<file path="config.mk">
export PLATFORM = sky130hd
export DESIGN_NAME = seq_state_search
export DESIGN_NICKNAME = d
export VERILOG_FILES = /design/src/rtl/srch_pkg.sv /design/src/rtl/srch_fsm.sv /design/src/rtl/srch_cost_unit.sv /design/src/rtl/srch_best_tracker.sv /design/src/rtl/seq_state_search.sv
export SDC_FILE = /design/constraint.sdc
export NUM_CORES = 1
export LEC_CHECK = 0
export ABC_AREA = 1
export ABC_CLOCK_PERIOD_IN_PS = 4400
export BUFFER_PORTS_ARGS = -buffer_cell sky130_fd_sc_hd__buf_2
export CORE_MARGIN = 2
export CORE_UTILIZATION = 42
export DETAILED_ROUTE_END_ITERATION = 8
export GPL_TIMING_DRIVEN = 0
export PLACE_DENSITY = 0.65
export SETUP_SLACK_MARGIN = 0.4
export SYNTH_ARGS = -nofsm -noshare
export SYNTH_HDL_FRONTEND = slang
export SYNTH_HIERARCHICAL = 1
export SYNTH_SLANG_ARGS = --single-unit
export TNS_END_PERCENT = 50
</file>
<file path="constraint.sdc">
create_clock -name clk -period 4.4 [get_ports clk]
set_input_delay 1.32 -clock clk [delete_from_list [all_inputs] [get_ports clk]]
set_output_delay 1.32 -clock clk [all_outputs]
set_load 0.1 [all_outputs]
</file>
<file path="src/rtl/srch_pkg.sv">
package srch_pkg;
  typedef enum logic [1:0] {
    S_IDLE  = 2'd0,
    S_ISSUE = 2'd1,
    S_CMP   = 2'd2,
    S_FIN   = 2'd3
  } srch_state_e;
endpackage

</file>
<file path="src/rtl/srch_fsm.sv">
module srch_fsm
  import srch_pkg::*;
#(
  parameter int N_CAND = 8,
  localparam int IDXW = $clog2(N_CAND)
) (
  input  logic            clk,
  input  logic            rst_n,
  input  logic            start_i,
  output logic            capture_o,
  output logic            issue_o,
  output logic            cmp_o,
  output logic            first_o,
  output logic            last_o,
  output logic [IDXW-1:0] cand_o,
  output logic            busy_o,
  output logic            done_o
);
  srch_state_e state_q, state_d;
  logic [IDXW-1:0] cand_q, cand_d;
  logic            cand_en;

  // Next-state logic
  always_comb begin
    state_d = state_q;
    unique case (state_q)
      S_IDLE:  if (start_i) state_d = S_ISSUE;
      S_ISSUE: state_d = S_CMP;
      S_CMP:   state_d = last_o ? S_FIN : S_ISSUE;
      S_FIN:   state_d = S_IDLE;
      default: state_d = S_IDLE;
    endcase
  end

  assign capture_o = (state_q == S_IDLE) && start_i;
  assign issue_o   = (state_q == S_ISSUE);
  assign cmp_o     = (state_q == S_CMP);
  assign done_o    = (state_q == S_FIN);
  assign busy_o    = (state_q != S_IDLE);
  assign first_o   = (cand_q == '0);
  assign last_o    = (cand_q == IDXW'(N_CAND - 1));
  assign cand_o    = cand_q;

  // Candidate counter: clear on capture, advance after each compare
  assign cand_en = capture_o || (cmp_o && !last_o);
  always_comb begin
    cand_d = cand_q;
    if (capture_o)   cand_d = '0;
    else if (cmp_o)  cand_d = cand_q + 1'b1;
  end

  always_ff @(posedge clk or negedge rst_n) begin
    if (!rst_n) begin
      state_q <= S_IDLE;
      cand_q  <= '0;
    end else begin
      state_q <= state_d;
      if (cand_en) cand_q <= cand_d;
    end
  end
endmodule

</file>
<file path="src/rtl/srch_cost_unit.sv">
module srch_cost_unit #(
  parameter int DW = 16,
  localparam int CW = DW + 1
) (
  input  logic          clk,
  input  logic          rst_n,
  input  logic          issue_i,
  input  logic [DW-1:0] cand_d_i,
  input  logic [DW-1:0] cand_q_i,
  input  logic [DW-1:0] ref_d_i,
  input  logic [DW-1:0] ref_q_i,
  output logic [CW-1:0] cost_o,
  output logic          vld_o
);
  logic [DW:0]   diff_d, diff_q, neg_d, neg_q;
  logic [DW-1:0] mag_d, mag_q;
  logic [CW-1:0] cost_d;

  // Sign-extended differences never wrap at DW+1 bits
  always_comb begin
    diff_d = {cand_d_i[DW-1], cand_d_i} - {ref_d_i[DW-1], ref_d_i};
    diff_q = {cand_q_i[DW-1], cand_q_i} - {ref_q_i[DW-1], ref_q_i};
    neg_d  = '0 - diff_d;
    neg_q  = '0 - diff_q;
    mag_d  = diff_d[DW] ? neg_d[DW-1:0] : diff_d[DW-1:0];
    mag_q  = diff_q[DW] ? neg_q[DW-1:0] : diff_q[DW-1:0];
    cost_d = {1'b0, mag_d} + {1'b0, mag_q};
  end

  always_ff @(posedge clk or negedge rst_n) begin
    if (!rst_n) begin
      cost_o <= '0;
      vld_o  <= 1'b0;
    end else begin
      vld_o <= issue_i;
      if (issue_i) cost_o <= cost_d;
    end
  end
endmodule

</file>
<file path="src/rtl/srch_best_tracker.sv">
module srch_best_tracker #(
  parameter int CW   = 17,
  parameter int IDXW = 3
) (
  input  logic            clk,
  input  logic            rst_n,
  input  logic            cmp_i,
  input  logic            first_i,
  input  logic            last_i,
  input  logic [CW-1:0]   cost_i,
  input  logic [IDXW-1:0] idx_i,
  output logic [IDXW-1:0] best_idx_o,
  output logic [CW-1:0]   best_cost_o
);
  logic [CW-1:0]   run_cost_q, nxt_cost;
  logic [IDXW-1:0] run_idx_q, nxt_idx;
  logic            take, res_en;

  // Strict less-than keeps the earlier candidate on a tie
  always_comb begin
    take     = first_i || (cost_i < run_cost_q);
    nxt_cost = take ? cost_i : run_cost_q;
    nxt_idx  = take ? idx_i  : run_idx_q;
    res_en   = cmp_i && last_i;
  end

  always_ff @(posedge clk or negedge rst_n) begin
    if (!rst_n) begin
      run_cost_q  <= '0;
      run_idx_q   <= '0;
      best_cost_o <= '0;
      best_idx_o  <= '0;
    end else begin
      if (cmp_i) begin
        run_cost_q <= nxt_cost;
        run_idx_q  <= nxt_idx;
      end
      if (res_en) begin
        best_cost_o <= nxt_cost;
        best_idx_o  <= nxt_idx;
      end
    end
  end
endmodule

</file>
<file path="src/rtl/seq_state_search.sv">
module seq_state_search #(
  parameter int N_CAND = 8,
  parameter int DW     = 16,
  localparam int IDXW  = $clog2(N_CAND),
  localparam int CW    = DW + 1,
  localparam int TW    = N_CAND * DW
) (
  input  logic            clk,
  input  logic            rst_n,
  input  logic            start_i,
  input  logic [DW-1:0]   ref_d_i,
  input  logic [DW-1:0]   ref_q_i,
  input  logic [TW-1:0]   pred_d_i,
  input  logic [TW-1:0]   pred_q_i,
  output logic            busy_o,
  output logic            done_o,
  output logic [IDXW-1:0] best_idx_o,
  output logic [CW-1:0]   best_cost_o
);
  logic            capture, issue, cmp, first, last, cost_vld;
  logic [IDXW-1:0] cand;
  logic [CW-1:0]   cost;
  logic [DW-1:0]   ref_d_q, ref_q_q;
  logic [DW-1:0]   tbl_d_q [N_CAND];
  logic [DW-1:0]   tbl_q_q [N_CAND];

  srch_fsm #(.N_CAND(N_CAND)) u_fsm (
    .clk(clk), .rst_n(rst_n), .start_i(start_i),
    .capture_o(capture), .issue_o(issue), .cmp_o(cmp),
    .first_o(first), .last_o(last), .cand_o(cand),
    .busy_o(busy_o), .done_o(done_o)
  );

  // Input snapshot taken on the accepted start edge
  always_ff @(posedge clk or negedge rst_n) begin
    if (!rst_n) begin
      ref_d_q <= '0;
      ref_q_q <= '0;
    end else if (capture) begin
      ref_d_q <= ref_d_i;
      ref_q_q <= ref_q_i;
    end
  end

  for (genvar g = 0; g < N_CAND; g++) begin : g_tbl
    always_ff @(posedge clk or negedge rst_n) begin
      if (!rst_n) begin
        tbl_d_q[g] <= '0;
        tbl_q_q[g] <= '0;
      end else if (capture) begin
        tbl_d_q[g] <= pred_d_i[g*DW +: DW];
        tbl_q_q[g] <= pred_q_i[g*DW +: DW];
      end
    end
  end

  srch_cost_unit #(.DW(DW)) u_cost (
    .clk(clk), .rst_n(rst_n), .issue_i(issue),
    .cand_d_i(tbl_d_q[cand]), .cand_q_i(tbl_q_q[cand]),
    .ref_d_i(ref_d_q), .ref_q_i(ref_q_q),
    .cost_o(cost), .vld_o(cost_vld)
  );

  srch_best_tracker #(.CW(CW), .IDXW(IDXW)) u_best (
    .clk(clk), .rst_n(rst_n), .cmp_i(cmp), .first_i(first),
    .last_i(last), .cost_i(cost), .idx_i(cand),
    .best_idx_o(best_idx_o), .best_cost_o(best_cost_o)
  );
endmodule

</file>
==> results.ini <==
[status]
outcome=complete, but fails checks
violations=negative setup slack

[setup_path]
reg2reg_depth=29
cp.depth=29
worstSetupStartpointType=flop
critPathTopFamily=simple AND/OR/NAND/NOR gates
crit_type=reg -> reg
setup.worst_path.start=u_fsm/cand_o[0]
crit-reg2reg-launch=u_fsm/cand_o[0]
crit_fanout=7
r2r_slack_ns=-0.23
end_kind=flop
slowest_stage=dfrtp_2
endpoint=u_cost/cost_o[14]
critical_path.most_common_cell=nand2_1
critPathRequiredTime_ns=4.85
arrival_ns=5.08
critical_path_buf_inv_count=8
max_stage_delay_ns=0.51
r2r_end=u_cost/cost_o[14]

[yosys]
syn_area_per_cell_um2=7.20
syn_inst=2908
syn-num-nets=3271
synth.cell_area_um2=20900
yosysWarningCount=6

[floorplan]
die_w_um=227
die_y_um=227
ios=313
core_area_um2=49100
rows=81
start_util_pct=42.7
die_area_um2=51600

[timing]
min_period_ns=4.63
final-hold-violation-count=0
worst_pin_slew_ns=0.662
slew_headroom_pct=55.9
finalCritPeriodShare_pct=105
grt_setup_unrepaired=yes
setup_violations=11
setup_slack_ns=-0.231
skew_ns=0.0189
fmaxAchievable_mhz=216
final_max_slew_viol_count=0

[final_layout]
multi_input_area_um2=10500
n_fill_cell=4788
final_common_cell=nand2_1
nets=3688
register_area_um2=8760
area_growth_pct=26.2
layout_common_cells=nand2_1, inv_1, dfrtp_1
drive_above_1_share_pct=23.9
final_area_um2=26400

[clock_network]
cts_root_buf=clkbuf_16
insertion_delay_ns=0.59
cts_hold_buf=0
cts_buffer_depth=3
cts_made_buffers=40
cts_max_level=2
clk_pin_slew_ns=0.06
cts_sinks=350
tritoncts=done

[detailed_routing]
firstDrtPassIters=5
num_vias=19600
totalWireLength_um=68400
ant_nets=0
drt_iter0_drc=1629
drc=0
detail_route.wl_per_cell_um=17.0
vias_per_cell=4.88

[global_routing]
grt.total_usage_pct=26.0
grt_max_degree=116
antenna_found_initial=3
grt_pass1_wl_um=102000
grt_overflow=0
grt_pass1_vias=18600

[placement]
gp_congestion=0.945
dp_hpwl_um=51900
portBuffers=312
placed_area_um2=23500

[job]
max-cap-violations=0

[min_path]
hold_class=reg -> reg
holdPathStages=2

## flip-flops by register name, summed over array words and instances, names as in the netlist
register            count
tbl_d_q               128
u_fsm/cand_o            3
ref_d_q                16
ref_q_q                16
u_best/best_idx_o       3
tbl_q_q               128
u_best/run_idx_q        3
u_cost/cost_o          17
u_fsm/state_q           2
u_best/best_cost_o     17
u_best/run_cost_q      17
## per-stage QoR
step	setup WS, ns	instances	TNS (ns)	utilization, %	hold WS [ns]
finish	-0.231	4020	-1.12	53.8	0.472
CTS	-0.154	3975	-0.884	51.5	0.477
global route	-0.373	4018	-3.59	53.8	0.490
detailed placement	-0.575	3887	-4.96	47.9	0.464
floorplan	0.369	2908	0	-	0.449
global placement	-5.48	3884	-1697.53	47.7	0.460
## what timing repair did
action	in CTS	in global routing
setup endpoints to repair	16	16
buffers inserted	18	36
gates cloned	1	5
resized for setup	76	175
pin swaps	20	65
## worst min path at each step
stage                                   to                    from  slack [ns]
floorplan            u_best/run_cost_q[10]   u_best/run_cost_q[10]        0.45
global placement     u_best/best_cost_o[4]   u_best/best_cost_o[4]        0.46
detailed placement   u_best/best_cost_o[4]   u_best/best_cost_o[4]        0.46
CTS                 u_best/best_cost_o[15]  u_best/best_cost_o[15]        0.48
global route          u_best/run_cost_q[1]    u_best/run_cost_q[1]        0.49
finish                u_best/best_idx_o[1]    u_best/best_idx_o[1]        0.47
## worst register-to-register path: cells and delay by family, from the launching register on
family / cells / cell delay, ns
AND/OR/NAND/NOR: 13 / 1.40
buffers and inverters: 8 / 0.84
adder cells (fa/ha/maj): 2 / 0.75
AO/OA/AOI/OAI: 4 / 0.64
flip-flops: 1 / 0.51
XOR/XNOR: 2 / 0.38
## final cells by class
type | count | area share (%)
Sequential cell | 350 | 33.2
Clock buffer | 55 | 4.23
Multi-Input combinational cell | 1938 | 39.6
Buffer | 126 | 3.74
Tap cell | 664 | 3.15
Inverter | 495 | 7.09
Clock inverter | 14 | 0.678
Antenna cell | 4 | 0.0379
Timing Repair inverter | 1 | 0.0190
Timing Repair Buffer | 373 | 8.30
## metal layers
layer | vias up | track usage [%] | part of all wire (%)
met5 | - | 0 | 0.019
met1 | 9138 | 35.2 | 44
li1 | 9762 | - | -
met3 | 115 | 3.88 | 6.2
met4 | 2 | 9.72 | 3.8
met2 | 600 | 42.3 | 46
Power is not shown: default switching activity piles up to over one toggle a cycle in this logic, so the estimate is an artifact.
